### src/rtl/cond_eval.sv
module cond_eval #(
  parameter int FLAG_W  = 16,
  parameter int CF_POS  = 0,
  parameter int PF_POS  = 2,
  parameter int ZF_POS  = 6,
  parameter int SF_POS  = 7,
  parameter int OF_POS  = 11,
  parameter int ECF_POS = 12,
  parameter int EZF_POS = 13
) (
  input  logic [4:0]        cond_code,
  input  logic [FLAG_W-1:0] flags,
  output logic              take,
  output logic              unsupported
);

  localparam int SEL_W = 4;

  logic cf, pf, zf, sf, ovf, ecf, ezf;
  assign cf  = flags[CF_POS];
  assign pf  = flags[PF_POS];
  assign zf  = flags[ZF_POS];
  assign sf  = flags[SF_POS];
  assign ovf = flags[OF_POS];
  assign ecf = flags[ECF_POS];
  assign ezf = flags[EZF_POS];

  logic [SEL_W-1:0] test_sel;
  logic             invert;
  logic             raw;
  logic             reserved;

  assign test_sel = cond_code[SEL_W-1:0];
  assign invert   = cond_code[SEL_W];

  always_comb begin
    raw      = 1'b0;
    reserved = 1'b0;
    case (test_sel)
      4'd0:  raw = 1'b1;
      4'd1:  raw = ecf;
      4'd2:  raw = ezf;
      4'd3:  raw = ezf | ~zf;
      4'd4, 4'd5, 4'd6, 4'd7: reserved = 1'b1;
      4'd8:  raw = ovf;
      4'd9:  raw = cf;
      4'd10: raw = zf;
      4'd11: raw = cf | zf;
      4'd12: raw = sf;
      4'd13: raw = pf;
      4'd14: raw = sf ^ ovf;
      default: raw = (sf ^ ovf) | zf;
    endcase
  end

  assign take        = ~reserved & (raw ^ invert);
  assign unsupported = reserved;

  always_comb begin

    no_take_on_err_chk: assert (!(unsupported && take))
      else $error("take high on unsupported selector");

    err_range_chk: assert (!unsupported || cond_code[3:2] == 2'b01)
      else $error("unsupported raised outside string selectors");

    const_true_chk: assert (cond_code != 5'd0 || take)
      else $error("always-true selector gave low");

    const_false_chk: assert (cond_code != 5'd16 || !take)
      else $error("always-false selector gave high");

    unsigned_le_chk: assert (!(cond_code == 5'd11 && flags[CF_POS]) || take)
      else $error("carry set but below-or-equal not taken");
  end

endmodule

### config.mk
export PLATFORM = sky130hd
export DESIGN_NAME = cond_eval
export DESIGN_NICKNAME = d
export VERILOG_FILES = /design/src/rtl/cond_eval.sv
export SDC_FILE = /design/constraint.sdc
export NUM_CORES = 1
export LEC_CHECK = 0
export BUFFER_PORTS_ARGS = -buffer_cell sky130_fd_sc_hd__clkbuf_2
export CAP_MARGIN = 25
export CORE_AREA = 2 2 39 41
export DETAILED_ROUTE_END_ITERATION = 8
export DIE_AREA = 0 0 41 43
export SLEW_MARGIN = 30
export SYNTH_ARGS = -nofsm -noshare
export SYNTH_HDL_FRONTEND = slang
export SYNTH_SLANG_ARGS = --single-unit
export TNS_END_PERCENT = 10
### constraint.sdc
create_clock -name vclk -period 6.95
set_clock_uncertainty 0.05 [all_clocks]
set_input_delay 2.085 -clock vclk [all_inputs]
set_output_delay 2.085 -clock vclk [all_outputs]
set_load 0.01 [all_outputs]
==> flow_metrics.py, run 1 <==
metrics = {
    "flow_run": {
        "drv.max_cap_violation_count": 0,
    },
    "cells_and_area": {
        "drive_above_1_share": 0.472,
        "seq_cell_count": 0,
        "filler_free_cell_count_of_the_finished_design": 52,
        "end_of_flow_core_utilization": 0.174,
        "num_antenna_cells": 0,
        "flow.area_growth_from_synthesis_pct": 60.0,
        "nNetsFinal": 59,
        "clock_buffer_count": 0,
        "seqCellArea_sq_um": 0,
    },
    "synth": {
        "synth_area_sq_um": 150,
        "postSynthAreaPerCell_sq_um": 6.82,
        "ys_types": 17,
        "syn-num-nets": 43,
        "post_synth_most_frequent_cells": "sky130_fd_sc_hd__inv_1 (3), sky130_fd_sc_hd__nor2_1 (3), sky130_fd_sc_hd__a21oi_1 (2)",
        "synth.area.top_cells": "sky130_fd_sc_hd__a221oi_2 (10%), sky130_fd_sc_hd__inv_1 (7.5%), sky130_fd_sc_hd__mux2_1 (7.5%)",
        "synth_seq_area_share": 0,
        "number_of_instances_in_the_synthesized_netlist": 22,
        "synth_area_leader_cell": "sky130_fd_sc_hd__a221oi_2",
        "ys_warn_count": 0,
        "synth.top_cell.area_share": 0.100,
    },
    "global_routing": {
        "grt_pass1_vias": 185,
        "grt_remaining_overflow": 0,
        "grt_usage": 0.0490,
        "grt_pass1_wl_microns": 648,
        "grt_antenna_before_repair": 0,
        "grt_start_max_net_pins": 7,
    },
    "sta": {
        "timing.max_slew.rel_slack": 0.830,
        "max_freq_ghz": 0.179,
        "maxSlewViolCount": 0,
        "hold_viol_final": 0,
        "period_share": 0.803,
        "setup-tns-final_ps": 0,
        "grt_setup_unrepaired": "false",
        "final-setup-viol-count": 0,
        "tightest_slew_ps": 250,
        "finalCriticalPeriod_ps": 5580,
    },
    "worst_setup_path": {
        "critical_path.endpoint_type": "primary output",
        "critical_path_required_ps": 4820,
        "criticalPathCategory": "input pin to primary output",
        "critical_path_peak_fanout": 5,
        "worst_setup_path_start_kind": "input pin",
        "timing.critical_path.arrival_ps": 3440,
    },
    "floorplan": {
        "die-area_sq_um": 1760,
        "ioPinCount": 23,
        "core_region_area_sq_um": 1380,
        "row_count": 14,
        "die_w_microns": 41,
        "die_h_microns": 43,
        "start_util": 0.108,
    },
    "run_status": {
        "status": "finished, final reports clean",
    },
    "route": {
        "drt-vias-per-instance": 4.12,
        "ant_nets": 0,
        "drc": 0,
        "routedWlPerCell_microns": 7.81,
        "via_count_of_the_routed_design": 214,
        "detail_route.wirelength_microns": 406,
        "detailedRoute.firstPassIterationCount": 1,
        "drt_iter0_markers": 0,
    },
    "pwr": {
        "total_leakage_power_nw": 0.120,
        "worst_ir_drop_on_vdd_uv": 7.11,
        "power.density_nw_per_um2": 59.4,
    },
    "placed_design": {
        "dp.final_hpwl_microns": 388,
        "place_inst": 52,
        "place_congestion": 0.658,
        "port_buffers": 14,
    },
    "hold_path": {
        "hp-class": "input pin to primary output",
    },
    "clock_tree": {
        "cts_hold_repair.buffers": 0,
        "cts_post_setup_buffers_inserted": 0,
        "cts-resized-gates": 0,
    },
}
## layer usage
layer	routed length, microns	track usage
met3	38	0
met2	234	0.103
met5	0	0
met1	133	0.0506
met4	0	0
## final cells by class
type,instances,area [sq um]
fillers,177,1140
multi-input cells,18,135
repair buffers,14,70.1
well taps,16,20.0
inverters,4,15.0
## cells by family (layout without fill, tap and decap cells)
logic type,after synthesis,count (layout),share of synthesized area
AO/OA/AOI/OAI,9,9,0.492
AND/OR/NAND/NOR,6,6,0.208
buffers and inverters,4,18,0.100
multiplexers,2,2,0.142
XOR/XNOR,1,1,0.0583
## cell usage in the layout (no fill, tap or decap), drive strengths merged
| cell type | netlist | final |
|---|---|---|
| a21oi | 2 | 2 |
| a221oi | 1 | 1 |
| a22o | 1 | 1 |
| a32oi | 1 | 1 |
| clkbuf | 0 | 14 |
| inv | 4 | 4 |
| mux2 | 1 | 1 |
| mux2i | 1 | 1 |
| nand2b | 1 | 1 |
| nand3 | 1 | 1 |
| nor2 | 3 | 3 |
| o2111ai | 1 | 1 |
| o21ai | 1 | 1 |
| o311ai | 1 | 1 |
| o31a | 1 | 1 |
| or2b | 1 | 1 |
| xnor2 | 1 | 1 |
## worst max-delay path, cell delays in order
cell and delay (ps):
sky130_fd_sc_hd__clkbuf_2 130, sky130_fd_sc_hd__inv_2 60, sky130_fd_sc_hd__a22o_1 230, sky130_fd_sc_hd__a221oi_2 320, sky130_fd_sc_hd__mux2_1 350, sky130_fd_sc_hd__o311ai_1 80
sky130_fd_sc_hd__clkbuf_2 180
## stage by stage
stage	hold slack (ps)	area [sq um]	worst slack, ps	power [mW]
after floorplan	4160	150	1730	0.00763
after detailed placement	4430	240	1360	0.0145
after global placement	4430	240	1360	0.0144
after global routing	4450	240	1310	0.0158
final	4420	240	1370	0.0143
after CTS	4430	240	1350	0.0145
## report_power, final
group | total (mW) | internal (mW) | switching (mW)
clock network | 0 | 0 | 0
registers | 0 | 0 | 0
logic | 0.0143 | 0.00731 | 0.00695
total | 0.0143 | 0.00731 | 0.00695
## worst paths after layout
| kind | from | endpoint | depth (start not counted) |
|---|---|---|---|
| setup / recovery | cond_code[2] | take | 7 |
| hold / removal | cond_code[3] | unsupported | 3 |
Note: power is estimated with default switching activity, not from simulation.
==> inputs of run 2 (changes only) <==
--- a/config.mk
+++ b/config.mk
@@ -5,6 +5,7 @@
 export SDC_FILE = /design/constraint.sdc
 export NUM_CORES = 1
 export LEC_CHECK = 0
+export ABC_AREA = 1
 export BUFFER_PORTS_ARGS = -buffer_cell sky130_fd_sc_hd__clkbuf_2
 export CAP_MARGIN = 25
 export CORE_AREA = 2 2 39 41
==> constraint.sdc (replaced) <==
create_clock -name vclk -period 5.1
set_clock_uncertainty 0.05 [all_clocks]
set_input_delay 1.53 -clock vclk [all_inputs]
set_output_delay 1.53 -clock vclk [all_outputs]
set_load 0.01 [all_outputs]
==> run 2 against run 1 <==
  * Flip-flop and latch count stayed put
  * Global-route usage is 0.20 points higher
  * Cell count is 21% higher
  * Sequential share of layout area stayed put
  * Area after synthesis is 4.2% lower
  * Highest routed layer unchanged
==> flow_metrics.py, run 2 <==
metrics = {
    "worst_setup_path": {
        "worst_path_most_repeated_cell": "sky130_fd_sc_hd__nand2_1",
        "critical_path_required_ps": 3520,
        "largest_delay_contributor_family_on_the_critical_path": "simple AND/OR/NAND/NOR gates",
        "timing.critical_path.arrival_ps": 2400,
        "worst_setup_path_startpoint": "cond_code[1]",
        "criticalPathCategory": "input pin to primary output",
        "slowest_delay_ps": 130,
        "critical_path_peak_fanout": 5,
        "critical_path.cell_chain": "clkbuf_2 -> inv_2 -> nand2_1 -> o21ai_1 -> nor2_1 -> nand2_1 -> nand2_1 -> nand3_1 -> nand2_1 -> nor2_1 -> clkbuf_2",
        "critical_path.endpoint_type": "primary output",
        "worst_setup_path_start_kind": "input pin",
        "slowest_stage": "sky130_fd_sc_hd__clkbuf_2",
        "worstPathBufferInverterCount": 3,
    },
    "sta": {
        "maxSlewViolCount": 0,
        "hold_slack_ps": 3290,
        "setup-tns-final_ps": 0,
        "grt_setup_unrepaired": "false",
        "tightest_slew_ps": 215,
        "timing.max_slew.rel_slack": 0.855,
        "final_critical_path_setup_slack_ps": 1120,
        "period_share": 0.780,
        "final-setup-viol-count": 0,
        "hold_viol_final": 0,
        "finalCriticalPeriod_ps": 3980,
        "max_freq_ghz": 0.251,
    },
    "cells_and_area": {
        "mostFrequentLayoutCell": "sky130_fd_sc_hd__clkbuf_2",
        "flow.area_growth_from_synthesis_pct": 62.6,
        "seqCellArea_sq_um": 0,
        "seq_cell_count": 0,
        "filler_free_cell_count_of_the_finished_design": 63,
        "design_area_sq_um": 234,
        "nNetsFinal": 70,
        "fillers": 159,
        "clock_buffer_count": 0,
        "drive_above_1_share": 0.362,
        "end_of_flow_core_utilization": 0.169,
        "most_used_cells_in_the_layout_excluding_fill_and_tap_cells": "sky130_fd_sc_hd__clkbuf_2 (14), sky130_fd_sc_hd__nand2_1 (11), sky130_fd_sc_hd__nor2_1 (5)",
        "num_antenna_cells": 0,
    },
    "synth": {
        "synth_seq_area_share": 0,
        "synth_area_leader_cell": "sky130_fd_sc_hd__nand2_1",
        "ys_warn_count": 0,
        "synth_area_sq_um": 144,
        "library_cell_with_the_highest_instance_count_after_synthesis": "sky130_fd_sc_hd__nand2_1",
        "post_synth_most_frequent_cells": "sky130_fd_sc_hd__nand2_1 (11), sky130_fd_sc_hd__nor2_1 (5), sky130_fd_sc_hd__inv_1 (4), sky130_fd_sc_hd__nand3_1 (3)",
        "number_of_instances_in_the_synthesized_netlist": 33,
        "syn-num-nets": 54,
        "ys_types": 11,
        "synth.top_cell.area_share": 0.287,
        "synth.area.top_cells": "sky130_fd_sc_hd__nand2_1 (29%), sky130_fd_sc_hd__nor2_1 (13%), sky130_fd_sc_hd__nand3_1 (10%)",
        "postSynthAreaPerCell_sq_um": 4.36,
    },
    "flow_run": {
        "drv.max_cap_violation_count": 0,
    },
    "global_routing": {
        "grt_remaining_overflow": 0,
        "grt_usage": 0.0509,
        "grt_start_max_net_pins": 6,
        "grt_antenna_before_repair": 0,
        "grt_pass1_vias": 197,
        "grt_pass1_wl_microns": 690,
    },
    "pwr": {
        "total_leakage_power_nw": 0.141,
        "clock_power_share": 0,
        "worst_ir_drop_on_vdd_uv": 18.6,
        "internal-power_mw": 0.00821,
        "power.share.sequential": 0,
        "power.density_nw_per_um2": 75.6,
        "power_switching_share": 0.536,
        "combinationalPowerShare": 1.000,
        "total_power_mw": 0.0177,
        "power.net_switching_mw": 0.00948,
    },
    "floorplan": {
        "row_count": 14,
        "core_region_area_sq_um": 1380,
        "die-area_sq_um": 1760,
        "ioPinCount": 23,
        "die_h_microns": 43,
        "start_util": 0.104,
        "die_w_microns": 41,
    },
    "route": {
        "routedWlPerCell_microns": 6.62,
        "ant_nets": 0,
        "detailedRoute.firstPassIterationCount": 2,
        "drt_iter0_markers": 1,
        "drc": 0,
        "via_count_of_the_routed_design": 235,
        "detail_route.wirelength_microns": 417,
        "drt-vias-per-instance": 3.73,
    },
    "placed_design": {
        "post_dp_cell_area_sq_um": 234,
        "port_buffers": 14,
        "pre_cts_slack_ps": 1120,
        "place_inst": 63,
        "place_congestion": 0.698,
    },
    "hold_path": {
        "min_delay_worst_endpoint": "unsupported",
        "hp-class": "input pin to primary output",
        "startpoint_of_the_tightest_hold_check_path": "cond_code[3]",
        "min_delay_path_depth": 3,
    },
    "clock_tree": {
        "cts_post_setup_buffers_inserted": 0,
        "cts_hold_repair.buffers": 0,
        "cts-resized-gates": 0,
    },
    "run_status": {
        "status": "finished, final reports clean",
    },
}
[run 2: changes by cell type in the layout (fill, tap and decap cells not counted), sizes merged, moves of 2 or more]
cell / previous run / this run
inv: 4 / 6
o21ai: 1 / 4
nand2: 0 / 11
nand3: 1 / 3
nor2: 3 / 5
[run 2: layout make-up]
| cell class | instances | area, sq um | area share |
|---|---|---|---|
| well taps | 16 | 20.0 | 0.0856 |
| repair buffers | 14 | 70.1 | 0.299 |
| inverters | 6 | 22.5 | 0.0963 |
| multi-input cells | 27 | 121 | 0.519 |
[run 2: worst max-delay path by stage]
stage | endpoint | depth (start not counted)
2_1_floorplan | take | 8
3_3_place_gp | take | 10
3_5_place_dp | take | 10
4_1_cts | take | 11
5_1_grt | take | 11
6_report | take | 11
[run 2: cells by family after synthesis]
logic type,Yosys count,share of synthesized area
compound gates,6,0.235
simple gates,21,0.609
buf+inv,6,0.157
[run 2: metal layers]
layer / global-route usage / wire length (microns)
met2: 0.0813 / 132
met3: 0 / 51
met1: 0.0791 / 233
met5: 0 / 0
met4: 0 / 0
[run 2: power by group through the flow]
| stage | registers [mW] | clock network [mW] | logic [mW] |
|---|---|---|---|
| 2_1_floorplan | 0 | 0 | 0.00928 |
| 6_report | 0 | 0 | 0.0177 |
| 5_1_grt | 0 | 0 | 0.0205 |
| 3_3_place_gp | 0 | 0 | 0.0176 |
| 4_1_cts | 0 | 0 | 0.0179 |
| 3_5_place_dp | 0 | 0 | 0.0178 |
